File: src/rtl/tcpu_pkg.sv
package tcpu_pkg;

  typedef enum logic [7:0] {
    OP_ADD   = 8'h00,
    OP_SUB   = 8'h01,
    OP_MOVE  = 8'h02,
    OP_AND   = 8'h03,
    OP_OR    = 8'h04,
    OP_NOT   = 8'h05,
    OP_LOAD  = 8'h06,
    OP_STORE = 8'h07,
    OP_BR    = 8'h08,
    OP_HALT  = 8'h09,
    OP_BZ    = 8'h0A,
    OP_BNZ   = 8'h0B,
    OP_CALL  = 8'h0C,
    OP_RET   = 8'h0D
  } opcode_e;

  typedef enum logic [2:0] {
    ST_FETCH,
    ST_DECODE,
    ST_EXEC,
    ST_OPND,
    ST_LOADWB,
    ST_HALT
  } state_e;

endpackage

File: src/rtl/tcpu_alu.sv
module tcpu_alu
  import tcpu_pkg::*;
#(
  parameter int XLEN = 32
) (
  input  opcode_e         op,
  input  logic [XLEN-1:0] a,
  input  logic [XLEN-1:0] b,
  output logic [XLEN-1:0] res,
  output logic            zero
);

  always_comb begin
    case (op)
      OP_ADD:  res = a + b;
      OP_SUB:  res = a - b;
      OP_AND:  res = a & b;
      OP_OR:   res = a | b;
      OP_NOT:  res = ~a;
      default: res = a;
    endcase
  end

  assign zero = (res == '0);

endmodule

File: src/rtl/tcpu_regfile.sv
module tcpu_regfile #(
  parameter int XLEN = 32,
  parameter int NREG = 8,
  localparam int AW  = $clog2(NREG)
) (
  input  logic            clk,
  input  logic            we,
  input  logic [AW-1:0]   waddr,
  input  logic [XLEN-1:0] wdata,
  input  logic [AW-1:0]   raddr_a,
  input  logic [AW-1:0]   raddr_b,
  output logic [XLEN-1:0] rdata_a,
  output logic [XLEN-1:0] rdata_b
);

  logic [XLEN-1:0] regs [NREG];

  // One enable per entry; entries carry no reset.
  for (genvar g = 0; g < NREG; g++) begin : g_entry
    always_ff @(posedge clk) begin
      if (we && (waddr == AW'(g))) begin
        regs[g] <= wdata;
      end
    end
  end

  assign rdata_a = regs[raddr_a];
  assign rdata_b = regs[raddr_b];

endmodule

File: src/rtl/tcpu_rstack.sv
module tcpu_rstack #(
  parameter int XLEN  = 32,
  parameter int DEPTH = 8,
  localparam int AW   = $clog2(DEPTH),
  localparam int CW   = $clog2(DEPTH + 1)
) (
  input  logic            clk,
  input  logic            rst_n,
  input  logic            push,
  input  logic            pop,
  input  logic [XLEN-1:0] push_data,
  output logic [XLEN-1:0] top_data,
  output logic            full,
  output logic            empty
);

  logic [XLEN-1:0] stk [DEPTH];
  logic [CW-1:0]   count_q, count_d;
  logic [AW-1:0]   wr_idx, rd_idx;

  assign wr_idx   = count_q[AW-1:0];
  assign rd_idx   = wr_idx - AW'(1);
  assign full     = (count_q == CW'(DEPTH));
  assign empty    = (count_q == '0);
  assign top_data = stk[rd_idx];

  always_comb begin
    count_d = count_q;
    if (push && !full) begin
      count_d = count_q + CW'(1);
    end else if (pop && !empty) begin
      count_d = count_q - CW'(1);
    end
  end

  always_ff @(posedge clk or negedge rst_n) begin
    if (!rst_n) begin
      count_q <= '0;
    end else begin
      count_q <= count_d;
    end
  end

  always_ff @(posedge clk) begin
    if (push && !full) begin
      stk[wr_idx] <= push_data;
    end
  end

endmodule

File: src/rtl/tcpu_core.sv
module tcpu_core
  import tcpu_pkg::*;
#(
  parameter int          XLEN        = 32,
  parameter int          NREG        = 8,
  parameter int          STACK_DEPTH = 8,
  parameter logic [31:0] RESET_PC    = 32'h0
) (
  input  logic            clk,
  input  logic            rst_n,
  output logic            mem_en,
  output logic            mem_we,
  output logic [XLEN-1:0] mem_addr,
  output logic [XLEN-1:0] mem_wdata,
  input  logic [XLEN-1:0] mem_rdata,
  output logic            halted,
  output logic            illegal_op,
  output logic            stack_fault
);

  localparam int AW = $clog2(NREG);
  localparam logic [XLEN-1:0] WSTEP = XLEN'(4);

  state_e          state_q, state_d;
  logic [XLEN-1:0] pc_q, pc_d;
  logic [XLEN-1:0] ir_q;
  logic            zf_q, zf_d;
  logic            ill_q, ill_d;
  logic            flt_q, flt_d;

  opcode_e       opc;
  logic [AW-1:0] rs1, rs2, rd;
  logic          unused_fields;

  assign opc = opcode_e'(ir_q[31:24]);
  assign rs1 = ir_q[16 +: AW];
  assign rs2 = ir_q[8 +: AW];
  assign rd  = ir_q[0 +: AW];
  assign unused_fields = ^{ir_q[23:16+AW], ir_q[15:8+AW], ir_q[7:AW]};

  logic            rf_we;
  logic [XLEN-1:0] rf_wdata, rf_a, rf_b;
  logic [XLEN-1:0] alu_res;
  logic            alu_zero;
  logic            stk_push, stk_pop, stk_full, stk_empty;
  logic [XLEN-1:0] stk_top;

  tcpu_regfile #(.XLEN(XLEN), .NREG(NREG)) i_rf (
    .clk     (clk),
    .we      (rf_we),
    .waddr   (rd),
    .wdata   (rf_wdata),
    .raddr_a (rs1),
    .raddr_b (rs2),
    .rdata_a (rf_a),
    .rdata_b (rf_b)
  );

  tcpu_alu #(.XLEN(XLEN)) i_alu (
    .op   (opc),
    .a    (rf_a),
    .b    (rf_b),
    .res  (alu_res),
    .zero (alu_zero)
  );

  tcpu_rstack #(.XLEN(XLEN), .DEPTH(STACK_DEPTH)) i_rstk (
    .clk       (clk),
    .rst_n     (rst_n),
    .push      (stk_push),
    .pop       (stk_pop),
    .push_data (pc_q),
    .top_data  (stk_top),
    .full      (stk_full),
    .empty     (stk_empty)
  );

  // Next-state logic
  always_comb begin
    state_d   = state_q;
    pc_d      = pc_q;
    zf_d      = zf_q;
    ill_d     = ill_q;
    flt_d     = flt_q;
    mem_en    = 1'b0;
    mem_we    = 1'b0;
    mem_addr  = pc_q;
    mem_wdata = rf_a;
    rf_we     = 1'b0;
    rf_wdata  = alu_res;
    stk_push  = 1'b0;
    stk_pop   = 1'b0;
    case (state_q)
      ST_FETCH: begin
        mem_en  = 1'b1;
        pc_d    = pc_q + WSTEP;
        state_d = ST_DECODE;
      end
      ST_DECODE: state_d = ST_EXEC;
      ST_EXEC: begin
        case (opc)
          OP_ADD, OP_SUB, OP_MOVE, OP_AND, OP_OR, OP_NOT: begin
            rf_we   = 1'b1;
            zf_d    = alu_zero;
            state_d = ST_FETCH;
          end
          OP_LOAD, OP_STORE, OP_BR, OP_BZ, OP_BNZ, OP_CALL: begin
            mem_en  = 1'b1;
            pc_d    = pc_q + WSTEP;
            state_d = ST_OPND;
          end
          OP_RET: begin
            if (stk_empty) begin
              flt_d   = 1'b1;
              state_d = ST_HALT;
            end else begin
              stk_pop = 1'b1;
              pc_d    = stk_top;
              state_d = ST_FETCH;
            end
          end
          OP_HALT: state_d = ST_HALT;
          default: begin
            ill_d   = 1'b1;
            state_d = ST_HALT;
          end
        endcase
      end
      ST_OPND: begin
        state_d  = ST_FETCH;
        mem_addr = mem_rdata;
        case (opc)
          OP_LOAD: begin
            mem_en  = 1'b1;
            state_d = ST_LOADWB;
          end
          OP_STORE: begin
            mem_en = 1'b1;
            mem_we = 1'b1;
          end
          OP_BR:  pc_d = mem_rdata;
          OP_BZ:  if (zf_q)  pc_d = mem_rdata;
          OP_BNZ: if (!zf_q) pc_d = mem_rdata;
          OP_CALL: begin
            if (stk_full) begin
              flt_d   = 1'b1;
              state_d = ST_HALT;
            end else begin
              stk_push = 1'b1;
              pc_d     = mem_rdata;
            end
          end
          default: state_d = ST_FETCH;
        endcase
      end
      ST_LOADWB: begin
        rf_we    = 1'b1;
        rf_wdata = mem_rdata;
        state_d  = ST_FETCH;
      end
      default: state_d = ST_HALT;
    endcase
  end

  // State registers
  always_ff @(posedge clk or negedge rst_n) begin
    if (!rst_n) begin
      state_q <= ST_FETCH;
      pc_q    <= RESET_PC;
      zf_q    <= 1'b0;
      ill_q   <= 1'b0;
      flt_q   <= 1'b0;
    end else begin
      state_q <= state_d;
      pc_q    <= pc_d;
      zf_q    <= zf_d;
      ill_q   <= ill_d;
      flt_q   <= flt_d;
    end
  end

  always_ff @(posedge clk) begin
    if (state_q == ST_DECODE) begin
      ir_q <= mem_rdata;
    end
  end

  assign halted      = (state_q == ST_HALT);
  assign illegal_op  = ill_q;
  assign stack_fault = flt_q;

endmodule

File: config.mk
export PLATFORM = sky130hd
export DESIGN_NAME = tcpu_core
export DESIGN_NICKNAME = d
export VERILOG_FILES = /design/src/rtl/tcpu_pkg.sv /design/src/rtl/tcpu_alu.sv /design/src/rtl/tcpu_regfile.sv /design/src/rtl/tcpu_rstack.sv /design/src/rtl/tcpu_core.sv
export SDC_FILE = /design/constraint.sdc
export NUM_CORES = 1
export LEC_CHECK = 0
export ABC_AREA = 1
export BUFFER_PORTS_ARGS = -buffer_cell sky130_fd_sc_hd__buf_4
export CORE_MARGIN = 2
export CORE_UTILIZATION = 48
export DETAILED_ROUTE_END_ITERATION = 10
export SLEW_MARGIN = 25
export SYNTH_ARGS = -nofsm -noshare
export SYNTH_HDL_FRONTEND = slang
export SYNTH_SLANG_ARGS = --single-unit
export TNS_END_PERCENT = 20
File: constraint.sdc
create_clock -name clk -period 6.4 [get_ports clk]
set_input_delay 0.96 -clock clk [delete_from_list [all_inputs] [get_ports clk]]
set_output_delay 0.96 -clock clk [all_outputs]
set_load 0.01 [all_outputs]
# [Word level (Yosys, flattened, before mapping)]
# Memories as Yosys holds them, arrays and structs flattened. A register that Yosys moved wholly into a read port is not among the register bits.
# Index checks and enable logic that the tools add are counted.
# Widths: inputs -> output; s select.
[totals] reg_bits=74 latch_bits=0 ram_bits=512 mem_bits_ro=0 out_inout_bits=69 elab_cells=166 n_memories=2
[op_classes] n_addsub=6 n_mul=0 div_mod_pow=0 order_cmp=0 n_eq_ne=36 shift=0 mux=76 n_bitwise=4 reduce_logical=35
[mem_list] memory="i_rf.regs" depth=8 width=32 read_ports=2 rd_ports_with_merged_regs=2 wr=1 line_no="tcpu_regfile.sv:16" source="logic [XLEN-1:0] regs [NREG];"
[mem_list] memory="i_rstk.stk" depth=8 width=32 read_ports=1 rd_ports_with_merged_regs=0 wr=1 line_no="tcpu_rstack.sv:17" source="logic [XLEN-1:0] stk [DEPTH];"
[op_table] op="$mux 32" count=13
[op_table] op="$reduce_or 32->1" count=7
[op_table] op="$pmux 32 s5" count=1
[op_table] op="$pmux 32 s4" count=1
[op_table] op="$pmux 32 s3" count=1
[op_table] op="$pmux 32 s2" count=1
[op_table] op="$eq 8x4->1 const B" count=6
[op_table] op="$mux 1" count=40
[op_table] op="$mux 3" count=11
[op_table] op="$add 32x3->32 const B" count=1
[op_table] op="$add 32x32->32" count=1
[op_table] op="$and 32x32->32" count=1
[op_table] op="$eq 8x3->1 const B" count=4
[op_table] op="$logic_not 32->1" count=1
[op_table] op="$not 32->32" count=1
[op_table] op="$or 32x32->32" count=1
[op_table] op="$sub 32x32->32" count=1
[op_table] op="$eq 3x3->1 const B" count=6
[op_table] op="$eq 8x2->1 const B" count=2
[op_table] op="$pmux 3 s5" count=1
[op_table] op="$reduce_or 14->1" count=1
[op_table] op="$eq 3x2->1 const B" count=4
[op_table] op="$ne 3x3->1 const B" count=4
[op_table] op="$reduce_or 6->1" count=2
[op_table] op="other kinds (27)" count=45

# [Logic depth before layout (Yosys ltp)]
# Gate-level depths: netlist of run 1.
[logic_depth] ltp_word=15 mapped_depth=38

# [By module]
# From an unflattened synthesis of run 1, not the netlist that was laid out.
[hier_totals] hier_cells=4378 hier_area_um2=33654.8
[modules_own_cells] module="tcpu_regfile" n_inst=1 cells_each=1719 area_each_um2=13753.2 seq_area_each_um2=7687.4
[modules_own_cells] module="tcpu_rstack" n_inst=1 cells_each=872 area_each_um2=10465.0 seq_area_each_um2=7787.5
[modules_own_cells] module="tcpu_alu" n_inst=1 cells_each=1026 area_each_um2=4929.7 seq_area_each_um2=0.0
[modules_own_cells] module="tcpu_core" n_inst=1 cells_each=761 area_each_um2=4506.8 seq_area_each_um2=1461.4

# [Worst setup path before layout of run 1]
# OpenSTA, ideal clock, no wires.
[synth_path] path_type="register -> register" startpoint="register i_rstk.count_q[0]" endpoint="memory i_rstk.stk[4][0], enable pin" arrival_time_ns=3.980 required_ns=5.939 path_slack_ns=1.959 path_stages_with_launch=10 n_path_buf=2 period_less_slack_ns=4.441 cell_sequence="dfrtp_1 -> clkinv_1 -> clkbuf_1 -> clkbuf_1 -> ha_1 -> nand2_1 -> nor2_1 -> nor3_1 -> nand2_1 -> nor3_1"
[synth_between] elab_chain_len=7
[synth_lines] element="from (decl)" line_no="tcpu_rstack.sv:18" source="logic [CW-1:0] count_q, count_d;"
[synth_lines] element="from (signal assigned)" line_no="tcpu_rstack.sv:40" source="count_q <= count_d;"
[synth_lines] element="$eq 4x4->1" line_no="tcpu_rstack.sv:23" source="assign full = (count_q == CW'(DEPTH));"
[synth_lines] element="$mux 1" line_no="tcpu_core.sv:145" source="if (stk_full) begin"
[synth_lines] element="$mux 1" line_no="tcpu_core.sv:132" source="case (opc)"
[synth_lines] element="$mux 1" line_no="tcpu_core.sv:93" source="case (state_q)"
[synth_lines] element="$logic_and 1x1->1" line_no="tcpu_rstack.sv:45" source="if (push && !full) begin"
[synth_lines] element="$mux 1" line_no="tcpu_rstack.sv:45"
[synth_lines] element="$mux 1 (implied by the code)" line_no="tcpu_rstack.sv:46" source="stk[wr_idx] <= push_data;"
[synth_lines] element="to (decl)" line_no="tcpu_rstack.sv:17"
# Parallel ways exist; a longest one is shown, timed or not.

==> results.json, run 1 <==
{
  "rr_worst_depth": 22,
  "regArea_um2": 17100,
  "drt_iter0_markers": 2668,
  "synth_seq_cells": 577,
  "outcome": "completed",
  "rows": 94,
  "setup_viol": 0,
  "synth_area_um2": 31700,
  "worst_slack_ns": 0.937,
  "drv_cap": 0,
  "clk_latency_ns": 0.62,
  "synth_top_area_share_pct": 50.0,
  "num-fill-cells": 6159,
  "yosysUniqueCellTypes": 64,
  "clkSlewWorstSetupHoldPaths_ns": 0.06,
  "antenna_found_initial": 2,
  "cts_buffers": 67,
  "cts_root_buffer": "clkbuf_16",
  "skew_ns": 0.0204,
  "route.vias.total": 26600,
  "die_height_um": 261,
  "cts_tree": "built",
  "seqPwrFrac_pct": 27.1,
  "grt_max_degree": 123,
  "fin_crit_sh_pct": 85.4,
  "place.gp.congestion": 0.984,
  "syn_area_per_cell_um2": 8.52,
  "fin_nets": 3856,
  "ys_warn_count": 0,
  "p_comb_share_pct": 55.0,
  "routed_wl_um": 105000,
  "cts_sinks": 577,
  "power_switching_uw": 10000,
  "dr.pass1.iters": 5,
  "ctsResizeCount": 0,
  "synth-seq-area-share_pct": 53.7,
  "cts_buffer_depth": 3,
  "grt_pass1_wl_um": 156000,
  "min_period_ns": 5.46,
  "gr-total-overflow": 0,
  "post-place-ws_ns": 0.797,
  "synthFlopType": "edfxtp_1",
  "grt_pass1_vias": 25100,
  "htree_levels": 3,
  "track_usage_pct": 30.8,
  "ant_nets": 0,
  "power_uw": 20600,
  "syn_inst": 3725,
  "worst_pin_slew_ns": 1.06,
  "grt_setup_unrepaired": "no",
  "ys_top_cells_by_area": "edfxtp_1 (50%), nand2_1 (12%), o21ai_0 (6.5%)",
  "final_layout_size_suffix_gt1_share_pct": 9.25,
  "post-dp-hpwl_um": 68400,
  "drc": 0,
  "fmax_mhz": 183,
  "holdCritPathClass": "input pin to async pin",
  "critPathMaxFanout": 56,
  "required_ns": 6.72,
  "worstSetupEndpointType": "register",
  "switching_share_pct": 48.7,
  "multiInputGateArea_um2": 12300,
  "p_int_uw": 10600,
  "clkPwrFrac_pct": 17.9,
  "cts_setup_buffers": 0,
  "rr_endpoint": "i_rf.regs[7][22]",
  "leakage_uw": 0.0146,
  "async_flop_share_pct": 7.28,
  "irDropWorstVdd_mv": 0.320,
  "critPathKind": "register to register",
  "die-area_um2": 68200,
  "relSlewSlack_pct": 29.5,
  "core-area_um2": 65600,
  "diodes": 0,
  "synthToLayoutAreaGrowth_pct": 11.6,
  "start_util_pct": 48.4,
  "drt-vias-per-instance": 5.68,
  "worst-endpoint-arrival_ns": 5.78,
  "timing.critical_path.from_type": "register",
  "p_per_area_nw_per_um2": 581,
  "slew_violations": 0,
  "synth_nets": 3805,
  "cts_hold_buf": 0,
  "r2r_slack_ns": 0.94,
  "io_pins": 103,
  "die_w_um": 261,
  "synth_edf_count": 529,
  "final_hold_viol_count": 0,
  "yosys.area.top_type": "edfxtp_1",
  "io_buffers": 102,
  "fin_tns_setup_ns": 0,
  "routedWlPerCell_um": 22.3
}
## sequential cells by signal (all words and copies together), names as in the netlist, named ones only
name and cells:
illegal_op 1, ir_q 17, zf_q 1, stack_fault 1, state_q 3, i_rstk.count_q 4
pc_q 32, i_rstk.stk 256, i_rf.regs 256
## layout make-up
type	count	share of cell area, %
inverter	406	4.33
clock buffer	83	4.96
tap	864	3.05
multi-input combinational	2557	34.7
clock inverter	38	0.971
timing repair buffer	167	3.77
sequential	577	48.2
## worst max path at each step
stage,slack (ns),from,depth (start not counted),endpoint
3_3_place_gp,1.00,register,23,i_rf.regs[0][20]
5_1_grt,0.52,register,22,i_rf.regs[1][22]
3_5_place_dp,0.80,register,24,i_rf.regs[7][20]
2_1_floorplan,1.96,i_rstk.count_q[0],9,i_rstk.stk[4][0]
4_1_cts,0.77,register,24,i_rf.regs[6][20]
6_report,0.94,register,22,i_rf.regs[7][22]
## placed cells by master, fill, tap and decap left out, drive strengths merged, types with 4 or more instances in the layout
master / instances
buf: 167
nor3: 33
o221ai: 27
clkbuf: 83
o211ai: 15
a21oi: 165
clkinv: 30
ha: 44
or2: 13
o21bai: 7
a31oi: 21
nor2: 392
o21ai: 437
dfxtp: 6
a32oi: 5
o22ai: 35
nand4: 22
a22oi: 4
nand2: 1014
xor2: 43
edfxtp: 529
clkinvlp: 4
inv: 407
nor4: 13
nand3: 223
dfrtp: 42
nand3b: 7
xnor2: 6
## critical path, stage by stage (launching register included)
cell and delay (ns):
dfxtp_4 0.78, inv_8 0.21, o21ai_0 0.21, nand2_1 0.09, o21ai_2 0.23, ha_1 0.23, nand3_2 0.10, or2_4 0.25
nor2_4 0.12, nand4_2 0.13, o21ai_0 0.22, xor2_1 0.10, ha_1 0.37, nand2_1 0.09, inv_1 0.07, nand2_1 0.12
nor3_1 0.45, nand4_1 0.17, nand3_1 0.20, nand2_1 0.08, nand2_1 0.08, o21ai_0 0.20, a31oi_1 0.61
## per-stage QoR
step | hold slack (ns) | area [µm²] | util (%) | std cells
after global routing | 0.408 | 35400 | 54.0 | 4692
final | 0.380 | 35400 | 54.0 | 4692
after global placement | 0.420 | 33300 | 50.7 | 4569
after CTS | 0.383 | 35400 | 54.0 | 4692
after detailed placement | 0.428 | 33300 | 50.8 | 4571
after floorplan | 0.412 | 31700 | - | 3725
## power by group through the flow
stage          Combinational (µW)  Sequential [µW]  Clock (µW)
5_1_grt                     12500             5640        3880
3_5_place_dp                11100             5670           0
6_report                    11300             5590        3680
3_3_place_gp                11100             5660           0
2_1_floorplan                7610             5390           0
4_1_cts                     11200             5590        3730
## cells in the mapped netlist, types with 3 or more instances
cell type and number:
nand2_2 14, o21a_1 3, nor2_1 380, or2_2 11
ha_1 44, buf_6 18, o22ai_1 35, nand3b_1 6
nand4_1 21, o221ai_1 27, a31oi_1 21, nor2_4 4
nor4_1 13, a21boi_0 3, nand3_1 222, a22oi_1 4
inv_1 392, xnor2_1 6, o21ai_0 412, o21bai_1 7
clkinv_1 5, o211ai_1 15, clkbuf_1 88, dfxtp_1 6
nor2_2 8, edfxtp_1 529, buf_1 13, o21ai_1 23
buf_4 11, nand2_1 1000, inv_2 8, buf_8 4
a32oi_1 5, dfrtp_1 42, buf_2 51, and2_1 3
a21oi_1 164, nor3_1 31, xor2_1 43
## cells by family after synthesis
kind of cell | Yosys count | share of synthesized area (%)
xor+xnor | 49 | 1.35
fa+ha+maj | 46 | 1.86
mux | 1 | 0.0355
simple gates | 1722 | 22.3
flops | 577 | 53.7
compound gates | 739 | 12.8
buf+inv | 591 | 7.91
## routing by layer
| layer | vias up | GRT usage (%) | part of all wire (%) |
|---|---|---|---|
| met1 | 12600 | 38.8 | 40 |
| met3 | 225 | 4.83 | 7.7 |
| li1 | 12600 | - | - |
| met5 | - | 0 | 0 |
| met2 | 1149 | 52.3 | 48 |
| met4 | 0 | 14.1 | 4.9 |
(Power assumes the default switching activity.)
==> inputs of run 2 (changes only) <==
ABC_AREA = not set   (was 1)
==> results.json, run 2 <==
{
  "routedWlPerCell_um": 28.1,
  "grt_setup_unrepaired": "no",
  "min_period_ns": 6.10,
  "synth_commonest_cells": "edfxtp_1 (529), nand2_1 (210), mux4_2 (174)",
  "htree_levels": 3,
  "synth_edf_count": 529,
  "track_usage_pct": 27.4,
  "diodes": 0,
  "synthToLayoutAreaGrowth_pct": 13.7,
  "crit_path_frequent_cell": "a21oi_1",
  "layout_commonest_cell": "edfxtp_1",
  "post-dp-hpwl_um": 56600,
  "async_flop_share_pct": 7.28,
  "grt_pass1_vias": 19500,
  "worstSetupEndpointType": "register",
  "whs_ns": 0.362,
  "die_height_um": 251,
  "num-fill-cells": 4870,
  "io_buffers": 102,
  "cts_root_buffer": "clkbuf_16",
  "fin_nets": 2294,
  "worst_pin_slew_ns": 1.05,
  "slowest_stage": "dfxtp_4",
  "drt-vias-per-instance": 6.43,
  "cts_sinks": 577,
  "synth_most_common_cell": "edfxtp_1",
  "routed_wl_um": 85800,
  "utilization_pct": 55.3,
  "leakage_uw": 0.0115,
  "setup_viol": 0,
  "start_util_pct": 48.6,
  "core-area_um2": 60400,
  "critPathMaxFanout": 48,
  "holdCritPathClass": "input pin to async pin",
  "ys_top_cells_by_area": "edfxtp_1 (54%), mux4_2 (13%), dfrtp_1 (3.6%)",
  "clk_latency_ns": 0.63,
  "synthFlopType": "edfxtp_1",
  "worst-endpoint-arrival_ns": 6.63,
  "irDropWorstVdd_mv": 0.312,
  "grt_pass1_wl_um": 127000,
  "synth_nets": 2179,
  "syn_area_per_cell_um2": 14.0,
  "required_ns": 6.93,
  "die_w_um": 251,
  "cts_buffers": 66,
  "fmax_mhz": 164,
  "die-area_um2": 63100,
  "slowest_delay_ns": 0.74,
  "cts_hold_buf": 0,
  "cts_tree": "built",
  "reg.largest.list": "i_rf.regs (256), i_rstk.stk (256), pc_q (32)",
  "outcome": "completed",
  "fin_crit_sh_pct": 95.3,
  "timing.critical_path.from_type": "register",
  "drt_iter0_markers": 1654,
  "synth-seq-area-share_pct": 58.1,
  "gr-total-overflow": 0,
  "critPathKind": "register to register",
  "skew_ns": 0.0239,
  "clkSlewWorstSetupHoldPaths_ns": 0.06,
  "synth_top_area_share_pct": 54.1,
  "yosys.area.top_type": "edfxtp_1",
  "final_hold_viol_count": 0,
  "yosysUniqueCellTypes": 80,
  "synth_seq_cells": 577,
  "syn_inst": 2099,
  "slew_violations": 0,
  "final_layout_size_suffix_gt1_share_pct": 24.3,
  "crit_chain": "mux4_2 > mux2i_1 > ha_1 > nor2b_1 > and3_1 > a21oi_1 > xor2_1 > ha_1 > nand4_1 > or2_2 > o22ai_1 > o31ai_1 > o31ai_1 > a21oi_1 > xnor2_1 > a21oi_1 > nand2_1 > or4_1 > o31ai_2",
  "io_pins": 103,
  "p_per_area_nw_per_um2": 557,
  "drv_cap": 0,
  "place.gp.congestion": 0.999,
  "route.vias.total": 19600,
  "dr.pass1.iters": 6,
  "grt_max_degree": 56,
  "synth_area_um2": 29400,
  "mostFrequentLayoutCells": "edfxtp_1 (529), nand2_1 (210), mux4_2 (174)",
  "relSlewSlack_pct": 30.0,
  "rows": 90,
  "ant_nets": 0,
  "drc": 0,
  "fin_tns_setup_ns": 0,
  "ys_warn_count": 0,
  "antenna_found_initial": 2,
  "cts_buffer_depth": 3
}
==> run 2: what timing repair did <==
item | CTS | global route
setup buffers | 0 | 1
gates resized for setup | 0 | 1
endpoints found under the hold margin | 0 | 0
setup endpoints to repair | 0 | 9
==> run 2: per-stage QoR <==
stage,worst slack [ns],power (µW),std cells,instance area (µm²)
floorplan,0.876,11800,2099,29400
global placement,0.375,14800,2924,31200
detailed placement,0.362,14800,2927,31300
CTS,0.283,18500,3046,33400
global route,0.00683,19600,3047,33400
finish,0.298,18600,3047,33400
==> run 2: where the power goes <==
group	total [µW]	switching [µW]	leakage [µW]	internal (µW)
registers	5740	608	0.00534	5130
logic	9200	5530	0.00513	3670
clock network	3640	1550	0.00102	2090
==> run 2: cell families after synthesis <==
logic type	count (synthesis)	share of synthesized area [%]
simple gates	505	7.95
xor+xnor	59	1.76
fa+ha+maj	46	2.01
compound gates	453	9.29
buf+inv	161	2.44
mux	298	18.4
flops	577	58.1
==> run 2: area by class of cell <==
| type | instances | area (µm²) | share of cell area (%) |
|---|---|---|---|
| Clock buffer | 88 | 1810 | 5.41 |
| Clock inverter | 31 | 292 | 0.873 |
| Inverter | 35 | 135 | 0.405 |
| Multi-Input combinational cell | 1361 | 11700 | 35.1 |
| Sequential cell | 577 | 17100 | 51.1 |
| Tap cell | 782 | 978 | 2.93 |
| Timing Repair Buffer | 173 | 1370 | 4.11 |
==> run 2: layer usage <==
layer | vias to the layer above | GRT usage [%] | wire length, µm
li1 | 8513 | - | -
met1 | 10100 | 37.7 | 35100
met2 | 859 | 44.6 | 41600
met3 | 148 | 4.95 | 6610
met4 | 0 | 8.67 | 2520
met5 | - | 0 | 0
==> run 2: final timing paths <==
path,cells after the start,end,slack (ns)
min in group clk,1,register,0.47
worst min-delay path,1,pc_q[20],0.36
worst max register to register,19,zf_q,0.30
worst min register to register,1,register,0.47
max in group asynchronous,1,i_rstk.count_q[0],5.52
worst max-delay path,19,zf_q,0.30
==> run 2: worst max-delay path, delay by kind of cell (launching register included) <==
family / cells / cell delay [ns]
adders and majority gates: 2 / 0.68
and+or+nand+nor: 6 / 1.59
xor gates and xnor gates: 2 / 0.32
DFF: 1 / 0.74
muxes: 2 / 0.82
AOI/OAI and AO/OA: 7 / 1.83
==> inputs of run 3 (changes only) <==
BUFFER_PORTS_ARGS = not set   (was -buffer_cell sky130_fd_sc_hd__buf_4)
DONT_BUFFER_PORTS = 1   (was not set)
==> results.json, run 3 (synthesis results as in run 2) <==
{
  "post-dp-hpwl_um": 55900,
  "routed_wl_um": 85600,
  "fin_crit_sh_pct": 94.5,
  "reg.largest.list": "i_rf.regs (256), i_rstk.stk (256), pc_q (32)",
  "route.vias.total": 19300,
  "ant_nets": 0,
  "die_height_um": 251,
  "routedWlPerCell_um": 29.1,
  "drt_iter0_markers": 2110,
  "worst-endpoint-arrival_ns": 6.59,
  "cts_tree": "built",
  "final_layout_size_suffix_gt1_share_pct": 20.5,
  "min_period_ns": 6.05,
  "critPathMaxFanout": 12,
  "die_w_um": 251,
  "place.gp.congestion": 0.974,
  "worstSetupEndpointType": "register",
  "grt_pass1_wl_um": 125000,
  "crit_chain": "mux4_2 > mux2i_1 > ha_1 > nor2b_1 > and3_1 > a21oi_1 > xor2_1 > ha_1 > and4_1 > nand4_1 > a21oi_1 > nor3_1 > mux2i_1 > nand3_1 > or4_1 > nor3_2 > nand4_1 > or4_1 > o31ai_2",
  "p_per_area_nw_per_um2": 550,
  "whs_ns": 0.156,
  "cts_root_buffer": "clkbuf_16",
  "start_util_pct": 48.6,
  "leakage_uw": 0.0109,
  "dr.pass1.iters": 6,
  "track_usage_pct": 27.0,
  "synthToLayoutAreaGrowth_pct": 10.2,
  "io_buffers": 0,
  "drv_cap": 0,
  "cts_buffer_depth": 3,
  "irDropWorstVdd_mv": 0.298,
  "layout_commonest_cell": "edfxtp_1",
  "outcome": "completed",
  "mostFrequentLayoutCells": "edfxtp_1 (529), nand2_1 (210), mux4_2 (174)",
  "grt_setup_unrepaired": "no",
  "relSlewSlack_pct": 27.7,
  "critPathKind": "register to register",
  "gr-total-overflow": 0,
  "slowest_delay_ns": 0.58,
  "htree_levels": 2,
  "fin_tns_setup_ns": 0,
  "skew_ns": 0.0289,
  "worst_pin_slew_ns": 1.08,
  "required_ns": 6.94,
  "slew_violations": 0,
  "clkSlewWorstSetupHoldPaths_ns": 0.06,
  "holdCritPathClass": "input pin to async pin",
  "setup_viol": 0,
  "die-area_um2": 63100,
  "fin_nets": 2185,
  "drt-vias-per-instance": 6.56,
  "core-area_um2": 60400,
  "r2r_slack_ns": 0.35,
  "slowest_stage": "or4_1",
  "cts_buffers": 59,
  "antenna_found_initial": 6,
  "final_hold_viol_count": 0,
  "rows": 90,
  "grt_max_degree": 56,
  "drc": 0,
  "timing.critical_path.from_type": "register",
  "fmax_mhz": 165,
  "clk_latency_ns": 0.65,
  "cts_sinks": 577,
  "grt_pass1_vias": 18700,
  "power_uw": 17800,
  "io_pins": 103
}
run 3: through the flow:
step / instances / util [%] / worst slack, ns / area [µm²]
after floorplan: 2099 / - / 0.876 / 29400
after global placement: 2821 / 50.4 / 0.308 / 30400
after detailed placement: 2821 / 50.4 / 0.225 / 30400
after CTS: 2931 / 53.5 / 0.149 / 32300
after global routing: 2933 / 53.6 / 0.00597 / 32300
final: 2935 / 53.6 / 0.353 / 32300
run 3: routing by layer:
layer	track usage (%)	vias up	share of wire (%)
met3	5.34	163	8.9
met1	37.3	9906	41
met2	43.8	895	47
li1	-	8297	-
met4	7.36	2	2.5
met5	0	-	0.013
run 3: path summary, 6_finish.rpt:
path	start	endpoint	depth (start not counted)
worst max-delay path	register	zf_q	19
worst min-delay path	rst_n	pc_q[3]	1
worst max register to register	register	zf_q	19
worst min register to register	ir_q[10]	register	1
max in group asynchronous	rst_n	zf_q	1
min in group clk	mem_rdata[8]	ir_q[8]	0
run 3: repair_timing:
item                                    in CTS  in global routing
gates resized for setup                      0                  2
endpoints found under the setup margin       0                 29
hold buffers                                 3                  0
endpoints found under the hold margin       40                  0
setup buffers                                0                  2
run 3: area by class of cell:
cell class | count | area, µm²
Timing Repair Buffer | 71 | 573
Tap cell | 782 | 978
Clock inverter | 38 | 322
Clock buffer | 69 | 1510
Fill cell | 4925 | 28000
Antenna cell | 2 | 5.00
Sequential cell | 577 | 17100
Multi-Input combinational cell | 1361 | 11700
Inverter | 35 | 135
run 3: where the power goes:
part           internal [µW]  total, µW  switching [µW]
clock                   1850       3310            1460
sequential              5130       5710             583
combinational           3300       8770            5470
run 3: worst max-delay path: cells and delay by family, from the launching register on:
kind                     cells  cell delay, ns
flip-flops                   1            0.51
AND/OR/NAND/NOR             10            2.98
multiplexers                 3            1.26
AO/OA/AOI/OAI                3            0.35
XOR/XNOR                     1            0.15
adder cells (fa/ha/maj)      2            0.66
